--- src/rtl/rxq_pkg.sv ---
package rxq_pkg;
  localparam int LEN_W    = 11;
  localparam int DA_BYTES = 6;
  localparam int WIN_BYTES = 64;
  localparam int STAT_W   = 32;

  typedef struct packed {
    logic miss;
    logic bcast;
    logic mcast;
    logic too_long;
    logic odd_bits;
    logic crc_bad;
    logic overrun;
    logic sat;
  } rxq_flags_t;

  function automatic logic [STAT_W-1:0] rxq_pack(input rxq_flags_t f,
                                                 input logic [LEN_W-1:0] len);
    logic [STAT_W-1:0] w;
    w = '0;
    w[LEN_W-1:0] = len;
    w[23:16] = f;
    return w;
  endfunction
endpackage

--- src/rtl/rxq_len_ctr.sv ---
module rxq_len_ctr #(
  parameter int LEN_W = 11
) (
  input  logic             clk,
  input  logic             rst_n,
  input  logic             beat,
  input  logic             sof,
  input  logic [LEN_W-1:0] max_len,
  output logic [LEN_W-1:0] cnt_n,
  output logic             lg_n,
  output logic             tr_n,
  output logic             babble_o
);
  localparam logic [LEN_W-1:0] CNT_MAX = '1;

  logic [LEN_W-1:0] cnt_q;
  logic lg_q, tr_q, lg_base, tr_base;

  always_comb begin
    lg_base = sof ? 1'b0 : lg_q;
    tr_base = sof ? 1'b0 : tr_q;
    if (sof)                cnt_n = LEN_W'(1);
    else if (cnt_q == CNT_MAX) cnt_n = CNT_MAX;
    else                    cnt_n = cnt_q + LEN_W'(1);
    tr_n = tr_base | (!sof && cnt_q == CNT_MAX);
    lg_n = lg_base | (cnt_n > max_len);
  end

  always_ff @(posedge clk or negedge rst_n) begin
    if (!rst_n) begin
      cnt_q    <= '0;
      lg_q     <= 1'b0;
      tr_q     <= 1'b0;
      babble_o <= 1'b0;
    end else begin
      babble_o <= beat && lg_n && !lg_base;
      if (beat) begin
        cnt_q <= cnt_n;
        lg_q  <= lg_n;
        tr_q  <= tr_n;
      end
    end
  end

  a_r7_count_step: assert property (@(posedge clk) disable iff (!rst_n)
    (beat && !sof && cnt_q != CNT_MAX) |=> (cnt_q == $past(cnt_q) + LEN_W'(1)));
  a_r8_babble_once: assert property (@(posedge clk) disable iff (!rst_n)
    babble_o |=> !babble_o);
  a_r8_babble_sets_lg: assert property (@(posedge clk) disable iff (!rst_n)
    babble_o |-> lg_q);
endmodule

--- src/rtl/rxq_addr_filter.sv ---
module rxq_addr_filter #(
  parameter int LEN_W    = 11,
  parameter int DA_BYTES = 6
) (
  input  logic                  clk,
  input  logic                  rst_n,
  input  logic                  beat,
  input  logic [LEN_W-1:0]      pos,
  input  logic [7:0]            data,
  input  logic [8*DA_BYTES-1:0] station_addr,
  output logic                  is_bc,
  output logic                  is_mc,
  output logic                  uc_hit
);
  localparam int HELD = DA_BYTES - 1;

  logic [7:0] held_q [HELD];
  logic [8*DA_BYTES-1:0] da_full;

  for (genvar i = 0; i < HELD; i++) begin : g_hold
    always_ff @(posedge clk or negedge rst_n) begin
      if (!rst_n)                               held_q[i] <= '0;
      else if (beat && pos == LEN_W'(i + 1))     held_q[i] <= data;
    end
    assign da_full[8*i +: 8] = held_q[i];
  end
  assign da_full[8*HELD +: 8] = data;

  always_comb begin
    is_bc  = &da_full;
    is_mc  = da_full[0] && !is_bc;
    uc_hit = (da_full == station_addr);
  end
endmodule

--- src/rtl/rxq_irq_ctl.sv ---
module rxq_irq_ctl (
  input  logic clk,
  input  logic rst_n,
  input  logic done,
  input  logic ack,
  input  logic enable,
  output logic irq
);
  logic flag_q;

  always_ff @(posedge clk or negedge rst_n) begin
    if (!rst_n)    flag_q <= 1'b0;
    else if (done) flag_q <= 1'b1;
    else if (ack)  flag_q <= 1'b0;
  end

  assign irq = flag_q && enable;

  a_r10_flag_after_done: assert property (@(posedge clk) disable iff (!rst_n)
    done |=> flag_q);
  a_r10_ack_clears: assert property (@(posedge clk) disable iff (!rst_n)
    (ack && !done) |=> !flag_q);
endmodule

--- src/rtl/rx_frame_qualifier.sv ---
module rx_frame_qualifier
  import rxq_pkg::*;
(
  input  logic              clk,
  input  logic              rst_n,
  input  logic              in_valid,
  output logic              in_ready,
  input  logic [7:0]        in_data,
  input  logic              in_sof,
  input  logic              in_eof,
  input  logic              crc_err,
  input  logic              align_err,
  input  logic              ovr_err,
  input  logic [47:0]       station_addr,
  input  logic              promisc,
  input  logic [LEN_W-1:0]  max_len,
  input  logic              irq_en,
  input  logic              irq_ack,
  output logic              fifo_accept,
  output logic              fifo_reject,
  output logic              babble_err,
  output logic              stat_valid,
  output logic [STAT_W-1:0] stat_word,
  output logic              irq
);
  logic in_frame_q, rej_q, bc_q, mc_q, miss_q;
  logic beat, sof;
  logic [LEN_W-1:0] cnt_n;
  logic lg_n, tr_n;
  logic is_bc, is_mc, uc_hit;
  logic addr_now, pass, rej_base, rej_addr, runt_rej, win_hit, done_now;
  rxq_flags_t flags;

  assign in_ready = 1'b1;
  assign beat = in_valid && (in_sof || in_frame_q);
  assign sof  = in_sof;

  rxq_len_ctr #(.LEN_W(LEN_W)) u_len (
    .clk(clk), .rst_n(rst_n), .beat(beat), .sof(sof), .max_len(max_len),
    .cnt_n(cnt_n), .lg_n(lg_n), .tr_n(tr_n), .babble_o(babble_err)
  );

  rxq_addr_filter #(.LEN_W(LEN_W), .DA_BYTES(DA_BYTES)) u_addr (
    .clk(clk), .rst_n(rst_n), .beat(beat), .pos(cnt_n), .data(in_data),
    .station_addr(station_addr), .is_bc(is_bc), .is_mc(is_mc), .uc_hit(uc_hit)
  );

  always_comb begin
    addr_now = beat && cnt_n == LEN_W'(DA_BYTES);
    pass     = promisc || is_bc || is_mc || uc_hit;
    rej_base = sof ? 1'b0 : rej_q;
    rej_addr = addr_now && !pass;
    win_hit  = beat && cnt_n == LEN_W'(WIN_BYTES) && !rej_base;
    runt_rej = beat && in_eof && cnt_n < LEN_W'(WIN_BYTES) && !rej_base && !rej_addr;
    done_now = beat && in_eof && cnt_n >= LEN_W'(WIN_BYTES) && !rej_base;
    flags.miss     = miss_q;
    flags.bcast    = bc_q;
    flags.mcast    = mc_q;
    flags.too_long = lg_n;
    flags.odd_bits = align_err;
    flags.crc_bad  = crc_err;
    flags.overrun  = ovr_err;
    flags.sat      = tr_n;
  end

  always_ff @(posedge clk or negedge rst_n) begin
    if (!rst_n) begin
      in_frame_q  <= 1'b0;
      rej_q       <= 1'b0;
      bc_q        <= 1'b0;
      mc_q        <= 1'b0;
      miss_q      <= 1'b0;
      fifo_accept <= 1'b0;
      fifo_reject <= 1'b0;
      stat_valid  <= 1'b0;
      stat_word   <= '0;
    end else begin
      fifo_accept <= win_hit;
      fifo_reject <= rej_addr || runt_rej;
      stat_valid  <= done_now;
      if (beat) begin
        in_frame_q <= !in_eof;
        rej_q      <= rej_base || rej_addr;
        if (sof) begin
          bc_q   <= 1'b0;
          mc_q   <= 1'b0;
          miss_q <= 1'b0;
        end
        if (addr_now) begin
          bc_q   <= is_bc;
          mc_q   <= is_mc;
          miss_q <= !(is_bc || is_mc || uc_hit);
        end
      end
      if (done_now) stat_word <= rxq_pack(flags, cnt_n);
    end
  end

  rxq_irq_ctl u_irq (
    .clk(clk), .rst_n(rst_n), .done(stat_valid), .ack(irq_ack),
    .enable(irq_en), .irq(irq)
  );

  a_r3_accept_reject_excl: assert property (@(posedge clk) disable iff (!rst_n)
    !(fifo_accept && fifo_reject));
  a_r5_accept_single: assert property (@(posedge clk) disable iff (!rst_n)
    fifo_accept |=> !fifo_accept);
  a_r9_stat_len_min: assert property (@(posedge clk) disable iff (!rst_n)
    stat_valid |-> (stat_word[LEN_W-1:0] >= LEN_W'(WIN_BYTES)));
  a_r1_ready_high: assert property (@(posedge clk) disable iff (!rst_n)
    in_ready);
endmodule

--- config.mk ---
export PLATFORM = sky130hd
export DESIGN_NAME = rx_frame_qualifier
export DESIGN_NICKNAME = d
export VERILOG_FILES = /design/src/rtl/rxq_pkg.sv /design/src/rtl/rxq_len_ctr.sv /design/src/rtl/rxq_addr_filter.sv /design/src/rtl/rxq_irq_ctl.sv /design/src/rtl/rx_frame_qualifier.sv
export SDC_FILE = /design/constraint.sdc
export NUM_CORES = 1
export LEC_CHECK = 0
export CAP_MARGIN = 10
export CORE_ASPECT_RATIO = 0.5
export CORE_MARGIN = 10
export CORE_UTILIZATION = 50
export CTS_CLUSTER_DIAMETER = 80
export DETAILED_ROUTE_END_ITERATION = 6
export MAX_ROUTING_LAYER = met4
export PLACE_DENSITY = 0.86
export REMOVE_ABC_BUFFERS = 1
export SLEW_MARGIN = 0
export SYNTH_ARGS = -nofsm -noshare
export SYNTH_HDL_FRONTEND = slang
export SYNTH_SLANG_ARGS = --single-unit
--- constraint.sdc ---
create_clock -name clk -period 3.6 [get_ports clk]
set_input_delay 0.72 -clock clk [delete_from_list [all_inputs] [get_ports clk]]
set_output_delay 0.72 -clock clk [all_outputs]
set_load 0.02 [all_outputs]
* Yosys cells after proc, flatten, opt, wreduce, memory -nomap -nowiden *
Index checks and enable logic that the tools add are counted.

storage, ports and cells
  word-level logic and storage cells = 86
  bits in registers = 82
  input port bits = 78
  output and inout bits = 38

operators by class
  eq/ne operators = 9
  add/sub/neg operators = 1
  bitwise gates (word level) = 2
  $lt $le $gt $ge = 3
  mux-type cells = 11
  reduce and logical (&&, ||, !) cells = 41

operators with widths
  operator                 count
  $eq A48 B48 Y1           1
  $reduce_and A48 Y1       1
  $eq A11 B3 Y1 const B    3
  $eq A11 B2 Y1 const B    2
  $mux W11                 2
  $logic_and A1 B1 Y1      21
  $add A11 B1 Y11 const B  1
  $eq A11 B1 Y1 const B    1
  $eq A11 B11 Y1 const B   1
  $eq A11 B7 Y1 const B    1
  $ge A11 B7 Y1 const B    1
  $gt A11 B11 Y1           1
  $lt A11 B7 Y1 const B    1
  $mux W1                  9
  $logic_not A1 Y1         8
  $logic_or A1 B1 Y1       8
  $reduce_bool A2 Y1       2
  $or A1 B1 Y1             2
  $reduce_and A2 Y1        1

* Logic depth before layout (Yosys ltp) *
Gate-level depths: netlist (run 1).

  word-level depth = 10
  depth in mapped cells = 13
  mapped depth without buffers = 12

* Hierarchy *
A second synthesis (run 1) with hierarchy kept.

second synthesis, totals
  cells, all modules = 422
  area total of the unflattened synthesis = 4662.0 um^2

by module, submodules not included
  module              area each (um^2)  times used  seq. area each (um^2)  cells an instance
  rxq_addr_filter     2190.9            1           1001.0                 175
  rx_frame_qualifier  1267.5            1           675.6                  104
  rxq_len_ctr         1161.1            1           350.3                  139
  rxq_irq_ctl         42.5              1           25.0                   4

* Least setup slack after synthesis (run 1) *
No wires, ideal clock.

  kind = reg-to-reg
  start point = register u_len.cnt_q[1]
  end point = register u_addr.held_q (netlist bit u_addr.da_full[24])
  stages on the path, launching flop included = 10
  data required time = 3.475 ns
  path buffers = 2
  library setup time = 0.125 ns
  period minus slack after synthesis = 2.806 ns
  data arrival time = 2.681 ns
  slack = 0.794 ns
  path through = dfrtp_1 > ha_1 > and4_1 > nor4_1 > nor3_1 > or4_1 > buf_2 > or4_4 > buf_6 > mux2_4

on the way
  word-level cells in the longest chain between the ends = 5
  elaborated cells between the ends (all ways) = 6

RTL lines
  element                                                   RTL line                              text
  start, declared                                           rxq_len_ctr.sv:16                     logic [LEN_W-1:0] cnt_q;
  start signal, assigned                                    rxq_len_ctr.sv:38                     cnt_q <= cnt_n;
  $add A11 B1 Y11 / $eq A11 B11 Y1 (equally long branches)  rxq_len_ctr.sv:24, rxq_len_ctr.sv:23
  $mux W11 (*)                                              rxq_len_ctr.sv:23                     else if (cnt_q == CNT_MAX) cnt_n = CNT_MAX;
  $mux W11 (*)                                              rxq_len_ctr.sv:22                     if (sof) cnt_n = LEN_W'(1);
  via cnt_n[7]                                              rx_frame_qualifier.sv:28              logic [LEN_W-1:0] cnt_n;
  $eq A11 B3 Y1 (*)                                         rxq_addr_filter.sv:23                 else if (beat && pos == LEN_W'(i + 1)) held_q[i] <= data;
  $logic_and A1 B1 Y1 (*)                                   rxq_addr_filter.sv:23
  end signal, assigned by index                             rxq_addr_filter.sv:23
  end, declared                                             rxq_addr_filter.sv:17                 logic [7:0] held_q [HELD];

Mark *: on every way through the listed nets, which the timed path passes. The rest lies on a longest branch.
A chain may end at the register's enable or synchronous reset.

* Final worst setup path (run 1) *
  start point = register u_len.cnt_q[0]
  end point = register u_len.babble_o

on the way
  word-level cells in the longest chain between the ends = 7
  elaborated cells between the ends (all ways) = 8

RTL lines
  element                                                   RTL line                              text
  $add A11 B1 Y11 / $eq A11 B11 Y1 (equally long branches)  rxq_len_ctr.sv:24, rxq_len_ctr.sv:23
  $mux W11 (*)                                              rxq_len_ctr.sv:23
  $mux W11 (*)                                              rxq_len_ctr.sv:22
  $gt A11 B11 Y1 (*)                                        rxq_len_ctr.sv:26                     lg_n = lg_base | (cnt_n > max_len);
  $or A1 B1 Y1 (*)                                          rxq_len_ctr.sv:26
  $logic_and A1 B1 Y1 (*) (2 in series)                     rxq_len_ctr.sv:36                     babble_o <= beat && lg_n && !lg_base;
  end signal, assigned                                      rxq_len_ctr.sv:36
  end, declared                                             rxq_len_ctr.sv:12                     output logic babble_o

Every way passes the cells marked *; elsewhere a longest branch is shown, timed or not.

==> impl_metrics.ini, run 1 <==
[status]
status = complete, no violations

[worst_setup_path]
path_class = reg2reg
cp_data_arrival_time_ns = 3.63
path_max_fanout = 11
cp-end-kind = flop
required_ns = 3.85
worstSetupStartpointType = flop

[floorplan]
dieArea_um2 = 13840
fp-row-count = 24
die_w_um = 156.7
start_util_pct = 52.56
die_h_um = 88.35
core-area_um2 = 8889
io_pins = 116

[placement]
port_buffers = 101
dp_hpwl_um = 10240
place_area_um2 = 5833
routabilityCongestion = 0.9947

[timing]
relSlewSlack_pct = 31.67
setup_viol = 0
clock_skew_ns = 0.006594
fin_crit_sh_pct = 94.04
tightest_slew_ns = 1.025
hold_slack_ns = 0.4479
final.setup.tns_ns = 0
period_needed_ns = 3.385
drv_slew = 0
max_freq_mhz = 295.4
hold_viol = 0
rsz0062_at_grt = no

[detailed_routing]
vias = 3854
drcViolationCount = 0
ant_nets = 0
routed_wl_um = 13290
wl_per_cell_um = 19.80
drtPass1Iterations = 5
drtIter0Drc = 296
avgViaCountPerCell = 5.744

[logic_synthesis]
ys_types = 53
netlist_instances = 440
syn_area_um2 = 4672
avgSynthCellArea_um2 = 10.62
yosys_register_bits = 82
async_flop_share_pct = 100.0
synth_edf_count = 0
synth_seq_area_share_pct = 43.92
synth_ff_type = dfrtp_1
yosysWarnings = 0

[cts]
cts_resized = 0
hold_buffers = 0
clk_pin_slew_ns = 0.06
htreeDepth = 3
cts_tree = built
root_buffer = clkbuf_16
cts_buffers = 9
post_cts_buffers = 0
cts.path.max_buffers = 2
cts_num_sinks = 82
clk_latency_ns = 0.34

[final_layout]
layout.nets = 641
largest_register_ffs = 40
fin_area_um2 = 6108
num_antenna_cells = 0
drive_above_1_share_pct = 16.79
syn2layout_area_growth_pct = 30.74

[grt]
grt_use_met1_pct = 25.24
use_met2_pct = 31.48
grt_max_degree = 83
overflow = 0
grt.busiest_layer = met2
track_usage_pct = 20.13
antenna_found_initial = 0
grt_pass1_vias = 3873
grt_use_met3_pct = 6.634
grt_pass1_wl_um = 21090

[pwr]
max-vdd-ir-drop_v = 0.0002848
p_per_area_nw_per_um2 = 523.1
p_leak_uw = 0.002692

[run]
maxCapViolCount = 0

[min_path]
min-delay-path-class = reg2reg
==> final cells by class <==
cell class              instances  area, um2
flip-flops and latches         82       2052
clock buffers                  11      232.7
multi-input cells             320       2415
fillers                       678       2780
repair buffers                117       1141
well taps                     117      146.4
inverters                      21      78.83
clock inverters                 3      42.54
==> where the power goes <==
group          total, uW  internal [uW]  switching, uW
Combinational        900            524            376
Sequential          1420           1160            265
Clock                872            528            344
Total               3200           2210            985
==> synthesized netlist by cell type, types with 10 or more instances <==
library cell   n  area share, %
xnor2_1       48            9.0
nand4_1       29            3.9
dfrtp_1       82             44
nand3_1       12            1.3
o21ai_0       12            1.3
mux2_2        46             11
ha_1          12            3.2
inv_1         21            1.7
clkbuf_1      10           0.80
buf_4         16            2.6
nand2_1       43            3.5
a21oi_1       12            1.3
==> cells in the final DEF, fill, tap and decap left out, types with 14 or more instances in the layout <==
cell type | netlist | final
mux2_2 | 46 | 46
xnor2_1 | 48 | 48
conb_1 | 2 | 14
buf_4 | 16 | 16
inv_1 | 21 | 21
clkdlybuf4s50_1 | 0 | 100
dfrtp_1 | 82 | 82
nand2_1 | 43 | 43
nand4_1 | 29 | 29
==> per-layer routing <==
layer  wire length, um  vias up
met2              6077      185
met4                98        0
met5                 0        -
met1              5925     1888
met3              1188       13
li1                  -     1768
==> critical path: stages (launching register included) <==
cell and delay, ns:
dfrtp_1 0.52, ha_1 0.40, nand3_1 0.14, or4_1 0.57
nand3_1 0.18, inv_1 0.11, ha_1 0.20, nor2b_1 0.11
o21a_1 0.12, o211ai_1 0.08, a221o_1 0.30, a221o_1 0.35
nor3b_1 0.21
==> cells by family (layout without fill, tap and decap cells) <==
logic type / Yosys count / count (layout) / share of synthesized area (%)
and+or+nand+nor: 133 / 133 / 15.67
DFF: 82 / 82 / 43.92
AOI/OAI and AO/OA: 54 / 54 / 7.847
buffers and inverters: 50 / 152 / 5.517
adders and majority gates: 12 / 12 / 3.214
other: 2 / 14 / 0.1607
muxes: 57 / 57 / 14.30
xor gates and xnor gates: 50 / 50 / 9.373
==> metrics by stage <==
step | std cells | power [uW] | utilization, % | worst slack, ns
2_1_floorplan | 423 | 1941 | - | -0.3236
3_5_place_dp | 657 | 2328 | 65.63 | 0.2459
4_1_cts | 671 | 3210 | 68.72 | 0.2335
5_1_grt | 671 | 3372 | 68.72 | 0.002098
3_3_place_gp | 657 | 2288 | 65.63 | 0.3891
6_report | 671 | 3195 | 68.72 | 0.2145
==> path summary, 6_finish.rpt <==
kind	start	endpoint	slack (ns)	depth (start not counted)
worst max-delay path	u_len.cnt_q[0]	u_len.babble_o	0.21	12
worst min-delay path	stat_valid	u_irq.flag_q	0.45	1
worst max register to register	u_len.cnt_q[0]	u_len.babble_o	0.21	12
worst min register to register	stat_valid	u_irq.flag_q	0.45	1
max in group asynchronous	rst_n	u_len.cnt_q[3]	2.37	1
min in group asynchronous	rst_n	u_irq.flag_q	0.54	1
Note: power is estimated with default switching activity, not from simulation.
==> run 2: changes to the inputs <==
- CORE_ASPECT_RATIO: 0.5 -> default
==> run 2 against run 1 <==
  * First-iteration DRC count is 30% higher
  * Utilization is 2.8 points lower
  * Count of clock-buffer cells in the layout stayed put
  * Setup slack better by 0.18 ns
  * Sequential share of layout area is 0.44 points higher
  * Wire length is 3.4% lower
  * Worst hold slack better by 0.0073 ns
  * Global-route usage is 0.69 points lower
  * Die area is 1.7% lower
  * Flip-flop and latch count stayed put
  * Critical endpoint unchanged
  * Largest power group unchanged
==> impl_metrics.ini, run 2 (synthesis results as in run 1) <==
[floorplan]
die_w_um = 116.7
dieArea_um2 = 13610
fp-row-count = 35
core-area_um2 = 9153
die_h_um = 116.7
io_pins = 116
start_util_pct = 51.05

[worst_setup_path]
worstSetupStartpointType = flop
crit_chain = nand4_4, or4_1, a21oi_1, ha_1, a211o_1, a21oi_1, a221o_1, a221o_1, nor3b_1
cpPeakStageDelay_ns = 0.67
path_delay_family = compound AO/OA/AOI/OAI gates
path_class = reg2reg
worst-r2r-cell-count = 9
path_max_fanout = 10
cp_data_arrival_time_ns = 3.48
rrSetupSlack_ns = 0.39
rr_startpoint = u_len.cnt_q[3]
crit_buf_inv = 0
cp-end-kind = flop
required_ns = 3.87
worst-path-stages = 9
worstReg2RegEnd = u_len.babble_o
cp_slowest_cell = or4_1

[timing]
period_needed_ns = 3.209
tightest_slew_ns = 1.008
final.setup.tns_ns = 0
relSlewSlack_pct = 32.78
hold_viol = 0
max_freq_mhz = 311.6
rsz0062_at_grt = no
clock_skew_ns = 0.01604
fin_crit_sh_pct = 89.15
setup_ws_ns = 0.3905
drv_slew = 0
setup_viol = 0

[cts]
cts_resized = 0
post_cts_buffers = 0
htreeDepth = 3
root_buffer = clkbuf_8
clk_latency_ns = 0.35
cts_num_sinks = 82
cts_tree = built
cts_buffers = 9
cts.path.max_buffers = 2
hold_buffers = 0
clk_pin_slew_ns = 0.09

[min_path]
min-delay-path-class = reg2reg
hold_end = u_irq.flag_q
hold_path_depth = 1
hold_start = stat_valid

[pwr]
p_per_area_nw_per_um2 = 508.1
p_leak_uw = 0.002660
max-vdd-ir-drop_v = 0.0002964
total_power_uw = 3064

[detailed_routing]
vias = 3786
drtPass1Iterations = 5
drtIter0Drc = 386
drcViolationCount = 0
routed_wl_um = 12840
avgViaCountPerCell = 5.693
ant_nets = 0
wl_per_cell_um = 19.31

[grt]
grt_max_degree = 83
grt_pass1_vias = 3953
overflow = 0
grt_pass1_wl_um = 20280
antenna_found_initial = 0
track_usage_pct = 19.44

[final_layout]
final_util_pct = 65.88
largest_register_ffs = 40
layout_common_cells = clkdlybuf4s50_1, dfrtp_1, xnor2_1
syn2layout_area_growth_pct = 29.06
layout.nets = 639
fin_area_um2 = 6030
layout_commonest_cell = clkdlybuf4s50_1
num_antenna_cells = 0
drive_above_1_share_pct = 16.97

[placement]
dp_hpwl_um = 10220
place_area_um2 = 5811
routabilityCongestion = 0.9676
dpl_worst_slack_ns = 0.3803
port_buffers = 101

[run]
maxCapViolCount = 0

[status]
status = complete, no violations
[run 2: power by group]
group / switching [uW] / leakage, uW / internal, uW
combinational: 384 / 0.00148 / 528
sequential: 261 / 0.00107 / 1160
clock: 329 / 0.000109 / 408
[run 2: worst max-delay path by stage]
stage                   start                 end  slack (ns)
2_1_floorplan  u_len.cnt_q[0]       stat_word[10]       -0.32
3_3_place_gp           in_sof  u_addr.da_full[26]        0.43
3_5_place_dp           in_sof  u_addr.da_full[25]        0.38
4_1_cts        u_len.cnt_q[3]      u_len.babble_o        0.42
5_1_grt        u_len.cnt_q[3]      u_len.babble_o        0.19
6_report       u_len.cnt_q[3]      u_len.babble_o        0.39
[run 2: layout make-up]
type	instances	area [um2]
well taps	111	138.9
clock inverters	5	77.57
clock buffers	11	141.4
inverters	21	78.83
fillers	730	3123
repair buffers	115	1126
flip-flops and latches	82	2052
multi-input cells	320	2415
[run 2: layer usage]
metal	global-route usage [%]	part of all wire, %	vias to the layer above	wire (um)
met4	5.601	2.0	0	255
met3	4.058	5.9	24	761
met1	23.94	42	1850	5418
met5	-	0	-	0
met2	31.67	50	143	6403
li1	-	-	1769	-
[run 2: metrics by stage]
step           instances  hold WS (ns)
4_1_cts              665        0.4633
2_1_floorplan        423        0.4244
3_3_place_gp         649        0.4397
6_report             665        0.4552
3_5_place_dp         649        0.4442
5_1_grt              665        0.4843
==> run 3: changes to the inputs <==
- CORE_UTILIZATION: 50 -> 60
- DONT_BUFFER_PORTS: default -> 1
- PLACE_DENSITY: 0.86 -> 0.81
==> run 3 against run 2 <==
  * Global-route usage rose by 0.67 points
  * Maximum frequency fell by 4.5%
  * Power fell by 8.1%
  * Worst hold slack got worse by 0.40 ns
  * Highest routed layer unchanged
  * Largest cell class unchanged
  * Utilization fell by 1.4 points
  * Clock skew fell by 0.0040 ns
  * Critical path depth rose by 3
  * Critical path type unchanged
  * Design area fell by 18%
  * Final cell count fell by 18%
  * Setup slack got worse by 0.15 ns
==> impl_metrics.ini, run 3 (synthesis results as in run 1) <==
[timing]
relSlewSlack_pct = 44.85
hold_slack_ns = 0.05592
hold_viol = 0
period_needed_ns = 3.359
drv_slew = 0
fin_crit_sh_pct = 93.31
setup_viol = 0
clock_skew_ns = 0.01206
tightest_slew_ns = 0.8209
rsz0062_at_grt = no
max_freq_mhz = 297.7

[pwr]
intPower_uw = 1890
p_per_area_nw_per_um2 = 571.4
pwr-share-comb_pct = 24.1
max-vdd-ir-drop_v = 0.0003462
total_power_uw = 2816
power_frac_clock_pct = 24.4
switchingPower_uw = 925.5
power_frac_seq_pct = 51.5
p_leak_uw = 0.002218
power_switching_share_pct = 32.87

[cts]
post_cts_buffers = 0
root_buffer = clkbuf_8
hold_buffers = 0
clk_latency_ns = 0.36
clk_pin_slew_ns = 0.09
cts_tree = built
cts_buffers = 9
cts.path.max_buffers = 2
htreeDepth = 3
cts_num_sinks = 82
cts_resized = 0

[grt]
grt_max_degree = 83
overflow = 0
grt_pass1_vias = 3326
grt_pass1_wl_um = 18040
antenna_found_initial = 0
track_usage_pct = 20.11

[detailed_routing]
drtIter0Drc = 378
drcViolationCount = 0
routed_wl_um = 11720
avgViaCountPerCell = 6.278
drtPass1Iterations = 5
ant_nets = 0
vias = 3428
wl_per_cell_um = 21.47

[worst_setup_path]
cp_data_arrival_time_ns = 3.61
path_delay_family = simple AND/OR/NAND/NOR gates
worstSetupStartpointType = flop
crit_buf_inv = 1
crit_chain = ha_4, nand3_1, or4_1, nand3_1, inv_1, ha_1, nor2b_1, o21a_1, o211ai_1, a221o_1, a221o_1, nor3b_1
cpPeakStageDelay_ns = 0.57
cp-end-kind = flop
required_ns = 3.86
path_class = reg2reg
cp_slowest_cell = or4_1
path_max_fanout = 15

[final_layout]
layout.nets = 529
syn2layout_area_growth_pct = 5.463
stdcell_count = 546
drive_above_1_share_pct = 19.14
layout_commonest_cell = dfrtp_1
layout_common_cells = dfrtp_1, xnor2_1, mux2_2
num_antenna_cells = 0
final_util_pct = 64.43
fin_area_um2 = 4927
largest_register_ffs = 40

[floorplan]
dieArea_um2 = 11720
fp-row-count = 32
start_util_pct = 61.09
die_h_um = 108.2
core-area_um2 = 7647
io_pins = 116
die_w_um = 108.2

[placement]
routabilityCongestion = 0.8870
dp_hpwl_um = 8855
placed_cells = 530
port_buffers = 0
place_area_um2 = 4711

[min_path]
min-delay-path-class = in2async

[run]
maxCapViolCount = 0

[status]
status = complete, no violations
## run 3: final timing paths
path / from / end / slack (ns) / cells after the start
worst max register to register: u_len.cnt_q[0] / u_len.babble_o / 0.24 / 12
min in group clk: in_sof / u_len.cnt_q[10] / 0.44 / 1
worst min register to register: u_irq.flag_q / u_irq.flag_q / 0.48 / 1
max in group asynchronous: rst_n / u_addr.da_full[6] / 3.42 / 0
worst min-delay path: rst_n / u_len.cnt_q[6] / 0.06 / 0
worst max-delay path: u_len.cnt_q[0] / u_len.babble_o / 0.24 / 12
## run 3: area by class of cell
type / count / area (um2)
tap: 102 / 127.6
timing repair buffer: 5 / 37.54
clock buffer: 10 / 127.6
sequential: 82 / 2052
clock inverter: 6 / 76.32
multi-input combinational: 320 / 2427
inverter: 21 / 78.83
fill: 597 / 2720
## run 3: metrics by stage
stage	setup WS, ns	setup TNS (ns)
2_1_floorplan	-0.3236	-5.054
3_3_place_gp	0.2959	0
3_5_place_dp	0.1300	0
4_1_cts	0.1027	0
5_1_grt	0.03153	0
6_report	0.2409	0
## run 3: power by group through the flow
stage / Combinational (uW) / Clock [uW] / Sequential, uW
6_report: 678 / 687 / 1450
5_1_grt: 734 / 729 / 1480
3_5_place_dp: 659 / 0 / 1460
4_1_cts: 663 / 696 / 1440
3_3_place_gp: 640 / 0 / 1440
2_1_floorplan: 559 / 0 / 1380
## run 3: layer usage
layer | track usage, % | up-vias | part of all wire [%]
met5 | - | - | 0
met3 | 5.116 | 17 | 8.6
met2 | 31.03 | 172 | 49
met4 | 4.866 | 0 | 1.1
li1 | - | 1547 | -
met1 | 25.94 | 1692 | 42
## run 3: worst reg2reg max path: stages (launching register included)
cell and delay, ns:
dfrtp_1 0.56, ha_4 0.28, nand3_1 0.11, or4_1 0.57, nand3_1 0.19, inv_1 0.12, ha_1 0.20, nor2b_1 0.12
o21a_1 0.12, o211ai_1 0.08, a221o_1 0.30, a221o_1 0.39, nor3b_1 0.22
